[src/rtl/gbs_pkg.sv]
package gbs_pkg;
  localparam int unsigned WORD_W  = 4;
  localparam int unsigned KIND_W  = 3;
  localparam int unsigned B_STI   = 0;
  localparam int unsigned B_MSS   = 1;
  localparam int unsigned B_SMI   = 2;
  localparam int unsigned B_NMI   = 3;

  typedef enum logic [KIND_W-1:0] {
    K_OTHER = 3'd0,
    K_STI   = 3'd1,
    K_MSS   = 3'd2,
    K_IRET  = 3'd3,
    K_RSM   = 3'd4
  } kind_e;

  typedef struct packed {
    logic nmi;
    logic smi;
    logic mss;
    logic sti;
  } word_t;

  // interrupt-enable shadow after a retire: armed only from the idle state
  function automatic logic sti_after(input logic [KIND_W-1:0] kind, input logic cur);
    return (kind == K_STI) && !cur;
  endfunction

  // stack-load shadow after a retire
  function automatic logic mss_after(input logic [KIND_W-1:0] kind);
    return kind == K_MSS;
  endfunction

  // persistent block: clear by matching return, then set by delivery
  function automatic logic hold_after(input logic cur, input logic clr, input logic set);
    return set | (cur & ~clr);
  endfunction
endpackage

[src/rtl/gbs_shadow.sv]
module gbs_shadow
  import gbs_pkg::*;
(
  input  logic              clk,
  input  logic              rst_n,
  input  logic              retire_vld,
  input  logic [KIND_W-1:0] retire_kind,
  input  logic              load,
  input  logic              load_sti,
  input  logic              load_mss,
  output logic              sti_sh,
  output logic              mss_sh,
  output logic              retire_evt
);
  logic sti_d, mss_d;

  assign retire_evt = retire_vld & ~load;

  always_comb begin
    sti_d = sti_sh;
    mss_d = mss_sh;
    if (load) begin
      sti_d = load_sti;
      mss_d = load_mss;
    end else if (retire_vld) begin
      sti_d = sti_after(retire_kind, sti_sh);
      mss_d = mss_after(retire_kind);
    end
  end

  always_ff @(posedge clk) begin
    if (!rst_n) begin
      sti_sh <= 1'b0;
      mss_sh <= 1'b0;
    end else begin
      sti_sh <= sti_d;
      mss_sh <= mss_d;
    end
  end

  a_r3_no_extend: assert property (@(posedge clk) disable iff (!rst_n)
    (retire_evt && retire_kind == K_STI && sti_sh) |=> !sti_sh);
  a_r2_sti_arms: assert property (@(posedge clk) disable iff (!rst_n)
    (retire_evt && retire_kind == K_STI && !sti_sh) |=> sti_sh);
  a_r4_other_clears: assert property (@(posedge clk) disable iff (!rst_n)
    (retire_evt && retire_kind == K_OTHER) |=> (!sti_sh && !mss_sh));
  a_r5_hold_idle: assert property (@(posedge clk) disable iff (!rst_n)
    (!retire_vld && !load) |=> ($stable(sti_sh) && $stable(mss_sh)));
endmodule

[src/rtl/gbs_hold.sv]
module gbs_hold
  import gbs_pkg::*;
(
  input  logic              clk,
  input  logic              rst_n,
  input  logic              retire_evt,
  input  logic [KIND_W-1:0] retire_kind,
  input  logic              nmi_taken,
  input  logic              smi_taken,
  input  logic              load,
  input  logic              load_smi,
  input  logic              load_nmi,
  output logic              smi_blk,
  output logic              nmi_blk
);
  logic rsm_evt, iret_evt, smi_d, nmi_d;

  assign rsm_evt  = retire_evt && (retire_kind == K_RSM);
  assign iret_evt = retire_evt && (retire_kind == K_IRET);

  always_comb begin
    if (load) begin
      smi_d = load_smi;
      nmi_d = load_nmi;
    end else begin
      smi_d = hold_after(smi_blk, rsm_evt, smi_taken);
      nmi_d = hold_after(nmi_blk, rsm_evt | iret_evt, nmi_taken | smi_taken);
    end
  end

  always_ff @(posedge clk) begin
    if (!rst_n) begin
      smi_blk <= 1'b0;
      nmi_blk <= 1'b0;
    end else begin
      smi_blk <= smi_d;
      nmi_blk <= nmi_d;
    end
  end

  a_r6_smi_sets_both: assert property (@(posedge clk) disable iff (!rst_n)
    (smi_taken && !load) |=> (smi_blk && nmi_blk));
  a_r8_nmi_wins: assert property (@(posedge clk) disable iff (!rst_n)
    (nmi_taken && iret_evt) |=> nmi_blk);
  a_r7_iret_keeps_smi: assert property (@(posedge clk) disable iff (!rst_n)
    (iret_evt && !nmi_taken && !smi_taken) |=> (!nmi_blk && smi_blk == $past(smi_blk)));
  a_r6_rsm_clears: assert property (@(posedge clk) disable iff (!rst_n)
    (rsm_evt && !nmi_taken && !smi_taken) |=> (!nmi_blk && !smi_blk));
endmodule

[src/rtl/gbs_mode_gate.sv]
module gbs_mode_gate (
  input  logic clk,
  input  logic rst_n,
  input  logic guest_mode,
  input  logic smm_active,
  output logic blk_init,
  output logic blk_sipi
);
  always_comb begin
    blk_sipi = ~guest_mode;
    blk_init = ~guest_mode | smm_active;
  end

  a_r10_sipi_implies_init: assert property (@(posedge clk) disable iff (!rst_n)
    blk_sipi |-> blk_init);
  a_r9_guest_open: assert property (@(posedge clk) disable iff (!rst_n)
    (guest_mode && !smm_active) |-> (!blk_init && !blk_sipi));
endmodule

[src/rtl/guest_intr_blocking.sv]
module guest_intr_blocking
  import gbs_pkg::*;
(
  input  logic              clk,
  input  logic              rst_n,
  input  logic              retire_vld,
  input  logic [KIND_W-1:0] retire_kind,
  input  logic              nmi_taken,
  input  logic              smi_taken,
  input  logic              guest_mode,
  input  logic              smm_active,
  input  logic              entry_load,
  input  logic [WORD_W-1:0] entry_word,
  output logic [WORD_W-1:0] save_word,
  output logic              blk_extint,
  output logic              blk_nmi,
  output logic              blk_smi,
  output logic              blk_init,
  output logic              blk_sipi
);
  word_t ld_w, cur_w;
  logic  retire_evt;

  assign ld_w = word_t'(entry_word);

  gbs_shadow u_shadow (
    .clk        (clk),
    .rst_n      (rst_n),
    .retire_vld (retire_vld),
    .retire_kind(retire_kind),
    .load       (entry_load),
    .load_sti   (ld_w.sti),
    .load_mss   (ld_w.mss),
    .sti_sh     (cur_w.sti),
    .mss_sh     (cur_w.mss),
    .retire_evt (retire_evt)
  );

  gbs_hold u_hold (
    .clk        (clk),
    .rst_n      (rst_n),
    .retire_evt (retire_evt),
    .retire_kind(retire_kind),
    .nmi_taken  (nmi_taken),
    .smi_taken  (smi_taken),
    .load       (entry_load),
    .load_smi   (ld_w.smi),
    .load_nmi   (ld_w.nmi),
    .smi_blk    (cur_w.smi),
    .nmi_blk    (cur_w.nmi)
  );

  gbs_mode_gate u_gate (
    .clk        (clk),
    .rst_n      (rst_n),
    .guest_mode (guest_mode),
    .smm_active (smm_active),
    .blk_init   (blk_init),
    .blk_sipi   (blk_sipi)
  );

  assign save_word  = cur_w;
  assign blk_extint = cur_w.sti | cur_w.mss;
  assign blk_nmi    = cur_w.nmi;
  assign blk_smi    = cur_w.smi;

  a_r11_entry_load: assert property (@(posedge clk) disable iff (!rst_n)
    entry_load |=> (save_word == $past(entry_word)));
  a_r12_smi_implies_nmi_after_delivery: assert property (@(posedge clk) disable iff (!rst_n)
    (smi_taken && !entry_load) |=> (blk_smi && blk_nmi && save_word[B_SMI] && save_word[B_NMI]));
endmodule

[config.mk]
export PLATFORM = sky130hd
export DESIGN_NAME = guest_intr_blocking
export DESIGN_NICKNAME = d
export VERILOG_FILES = /design/src/rtl/gbs_pkg.sv /design/src/rtl/gbs_shadow.sv /design/src/rtl/gbs_hold.sv /design/src/rtl/gbs_mode_gate.sv /design/src/rtl/guest_intr_blocking.sv
export SDC_FILE = /design/constraint.sdc
export NUM_CORES = 1
export LEC_CHECK = 0
export CAP_MARGIN = 20
export CORE_AREA = 2 2 39 41
export CTS_CLUSTER_SIZE = 12
export DETAILED_ROUTE_END_ITERATION = 12
export DIE_AREA = 0 0 41 43
export PLACE_DENSITY = 0.72
export SYNTH_ARGS = -nofsm -noshare
export SYNTH_HDL_FRONTEND = slang
export SYNTH_SLANG_ARGS = --single-unit
[constraint.sdc]
create_clock -name clk -period 1.1 [get_ports clk]
set_clock_uncertainty 0.15 [all_clocks]
set_input_delay 0.33 -clock clk [delete_from_list [all_inputs] [get_ports clk]]
set_output_delay 0.33 -clock clk [all_outputs]
set_load 0.02 [all_outputs]
==> results.md <==
- Clock period minus worst slack: 1.39 ns
- CP cell instances: or2_4, buf_6
- GRT Overall Usage: 0.112
- Critical setup path kind: reg -> out
- Clk buf depth: 2
- Place WS: -0.842 ns
- Power share of the clock group: 0.317
- Status: finished, violations left
- LEAKAGE: 0.000292 µW
- Vias in the first global route: 357
- Slew Limit Fails: 0
- H-tree Lvls: 1
- Final Util: 0.454
- Crit path max-delay cell type: dfxtp_2
- P_int: 405 µW
- Final WL: 846 µm
- Fmax: 722 MHz
- Yosys reg bits: 4
- Power per cell area: 879 mW/mm²
- Distinct cells, synth: 21
- Seq/Total Area, Yosys: 0.274
- CTS tree: done
- Comb pwr share: 0.382
- FP Rows: 14
- Setup violators final: 12
- Core area: 0.00138 mm²
- Asr flop ratio synth: 0
- Gr ovfl total: 0
- Synth warn: 0
- Die Y: 43 µm
- Die X: 41 µm
- Max cap viols: 0
- Max_slew headroom: 0.867
- Ys flop type: dfxtp_1
- CP max stage delay: 0.31 ns
- WP data required: 0.62 ns
- Die ar.: 0.00176 mm²
- Routed len/inst: 10.2 µm
- Syn Inst Count: 36
- Antenna violations before repair: 0
- Crit path arrival time: 0.91 ns
- Period utilization: 1.26
- Routed vias: 363
- Detail Route Antenna Nets: 0
- 1st-iter DRT viols: 1
- Clock sinks: 4
- Largest net degree at the start of global routing: 6
- Critical Path End Type: primary output
- TritonCTS buffer count: 3
- Post-Syn Area per Cell: 8.13 µm²
- RSZ-0062 raised after global routing: yes
- Final critical-path setup slack: -0.285 ns
- CTS root buf: clkbuf_4
- Failing checks: negative setup slack
- DR pass1 iterations: 2
- Top Ports: 24
- Worst hold path class: in -> reg
- Clk Latency, worst-skew pair: 0.23 ns
- Net Sw Power: 147 µW
- Total Nets Final: 84
- Total power: 552 µW
- Max Fanout on Critical Path: 2
- Final Hold Fails: 0
- DRC: 0
- Post-synth EDFFs: 0
- Fillers: 144
- Layout cell share with drive strength beyond 1: 0.552
- N_diodes: 0
- Area grow syn2layout: 115%
- Via/cell ratio: 4.37
- First-pass GRT wire length: 1.35 mm
- Placer congestion estimate: 0.660
- Worst vdd ir: 0.249 mV
- Starting Density: 0.212
- Sequential power share: 0.301
- Worst-margin pin slew: 0.198 ns
- Worst-path clk slew: 0.04 ns
- CP Launch Type: flop
- Sw frac: 0.266
- Port-buffer cells: 23
- Synthesized cell area: 293 µm²
- Synth Net Count: 51
[cell usage after synthesis (2+ instances only)]
cell type / number / area share
a21boi_0: 2 / 0.051
a21oi_1: 4 / 0.068
buf_4: 4 / 0.10
dfxtp_1: 4 / 0.27
inv_1: 3 / 0.038
nor2_1: 2 / 0.026
nor3b_1: 3 / 0.077
[cells by family (layout without fill, tap and decap cells)]
kind of cell | after synthesis | after routing | share of synthesized area
buffers and inverters | 8 | 39 | 0.179
flip-flops | 4 | 4 | 0.274
AND/OR/NAND/NOR | 15 | 15 | 0.368
AO/OA/AOI/OAI | 9 | 9 | 0.179
[routing by layer]
layer  share of wire  GRT usage
met4               0     0.0800
met2            0.57      0.178
met1            0.35      0.125
met5               0          0
met3           0.082     0.0209
[placed cells by master (no fill, tap or decap)]
master and n:
a21boi_0 1, a21boi_1 1, a21oi_1 4, and3_1 1, and3b_1 1, buf_2 1
buf_4 11, buf_6 10, clkbuf_2 1, clkbuf_4 3, clkdlybuf4s50_1 5, dfxtp_1 1
dfxtp_2 3, dlygate4sd2_1 5, inv_1 3, nand2_1 1, nand2b_4 1, nand3_1 1
nand3b_1 1, nor2_1 2, nor3b_1 1, nor3b_2 3, nor4_2 1, nor4b_2 1
o21ai_0 1, o21ai_1 1, o31ai_2 1, or2_4 1
[stage by stage]
step	cells	setup TNS, ns	hold slack (ns)	cell area (µm²)
after floorplan	36	-0.0528	0.318	305
after global placement	77	-5.85	0.440	563
after detailed placement	77	-6.10	0.447	563
after CTS	82	-1.04	0.318	614
after global routing	83	-1.38	0.300	628
final	83	-1.02	0.270	628
[flip-flops by register name, summed over array words and instances, names as in the netlist]
| name | flops |
|---|---|
| u_hold.nmi_blk | 1 |
| u_hold.smi_blk | 1 |
| u_shadow.mss_sh | 1 |
| u_shadow.sti_sh | 1 |
[worst max-delay path: cells and delay by family (launching register included)]
family	cells	cell delay, ns
buffers and inverters	1	0.13
AND/OR/NAND/NOR	1	0.24
flip-flops	1	0.31
[power by group through the flow]
stage          clock network, µW  registers [µW]  logic, µW
2_1_floorplan                  0             171       77.6
4_1_cts                      189             166        204
3_5_place_dp                   0             164        195
3_3_place_gp                   0             164        192
5_1_grt                      194             167        227
6_report                     175             166        211
[area by class of cell]
type                    count  area (µm²)  area share
inverters                   3        11.3      0.0179
well taps                  16        20.0      0.0319
multi-input cells          24         191       0.305
flip-flops and latches      4        83.8       0.133
clock buffers               3        22.5      0.0359
repair buffers             33         299       0.476
[path summary, 6_finish.rpt]
kind / startpoint / slack [ns] / end / cells after the start
setup / recovery: u_shadow.sti_sh / -0.29 / blk_extint / 2
hold / removal: smi_taken / 0.27 / u_hold.smi_blk / 3
setup reg to reg: u_shadow.sti_sh / -0.06 / u_shadow.sti_sh / 5
hold reg to reg: u_shadow.mss_sh / 0.52 / u_shadow.mss_sh / 3
[timing repair]
item | CTS | global route
hold buffers | 0 | 0
hold endpoints to repair | 0 | 0
setup buffers | 2 | 1
endpoints found under the setup margin | 13 | 11
gates resized for setup | 78 | 4
pin swaps | 4 | 3
Note: power is estimated with default switching activity, not from simulation.
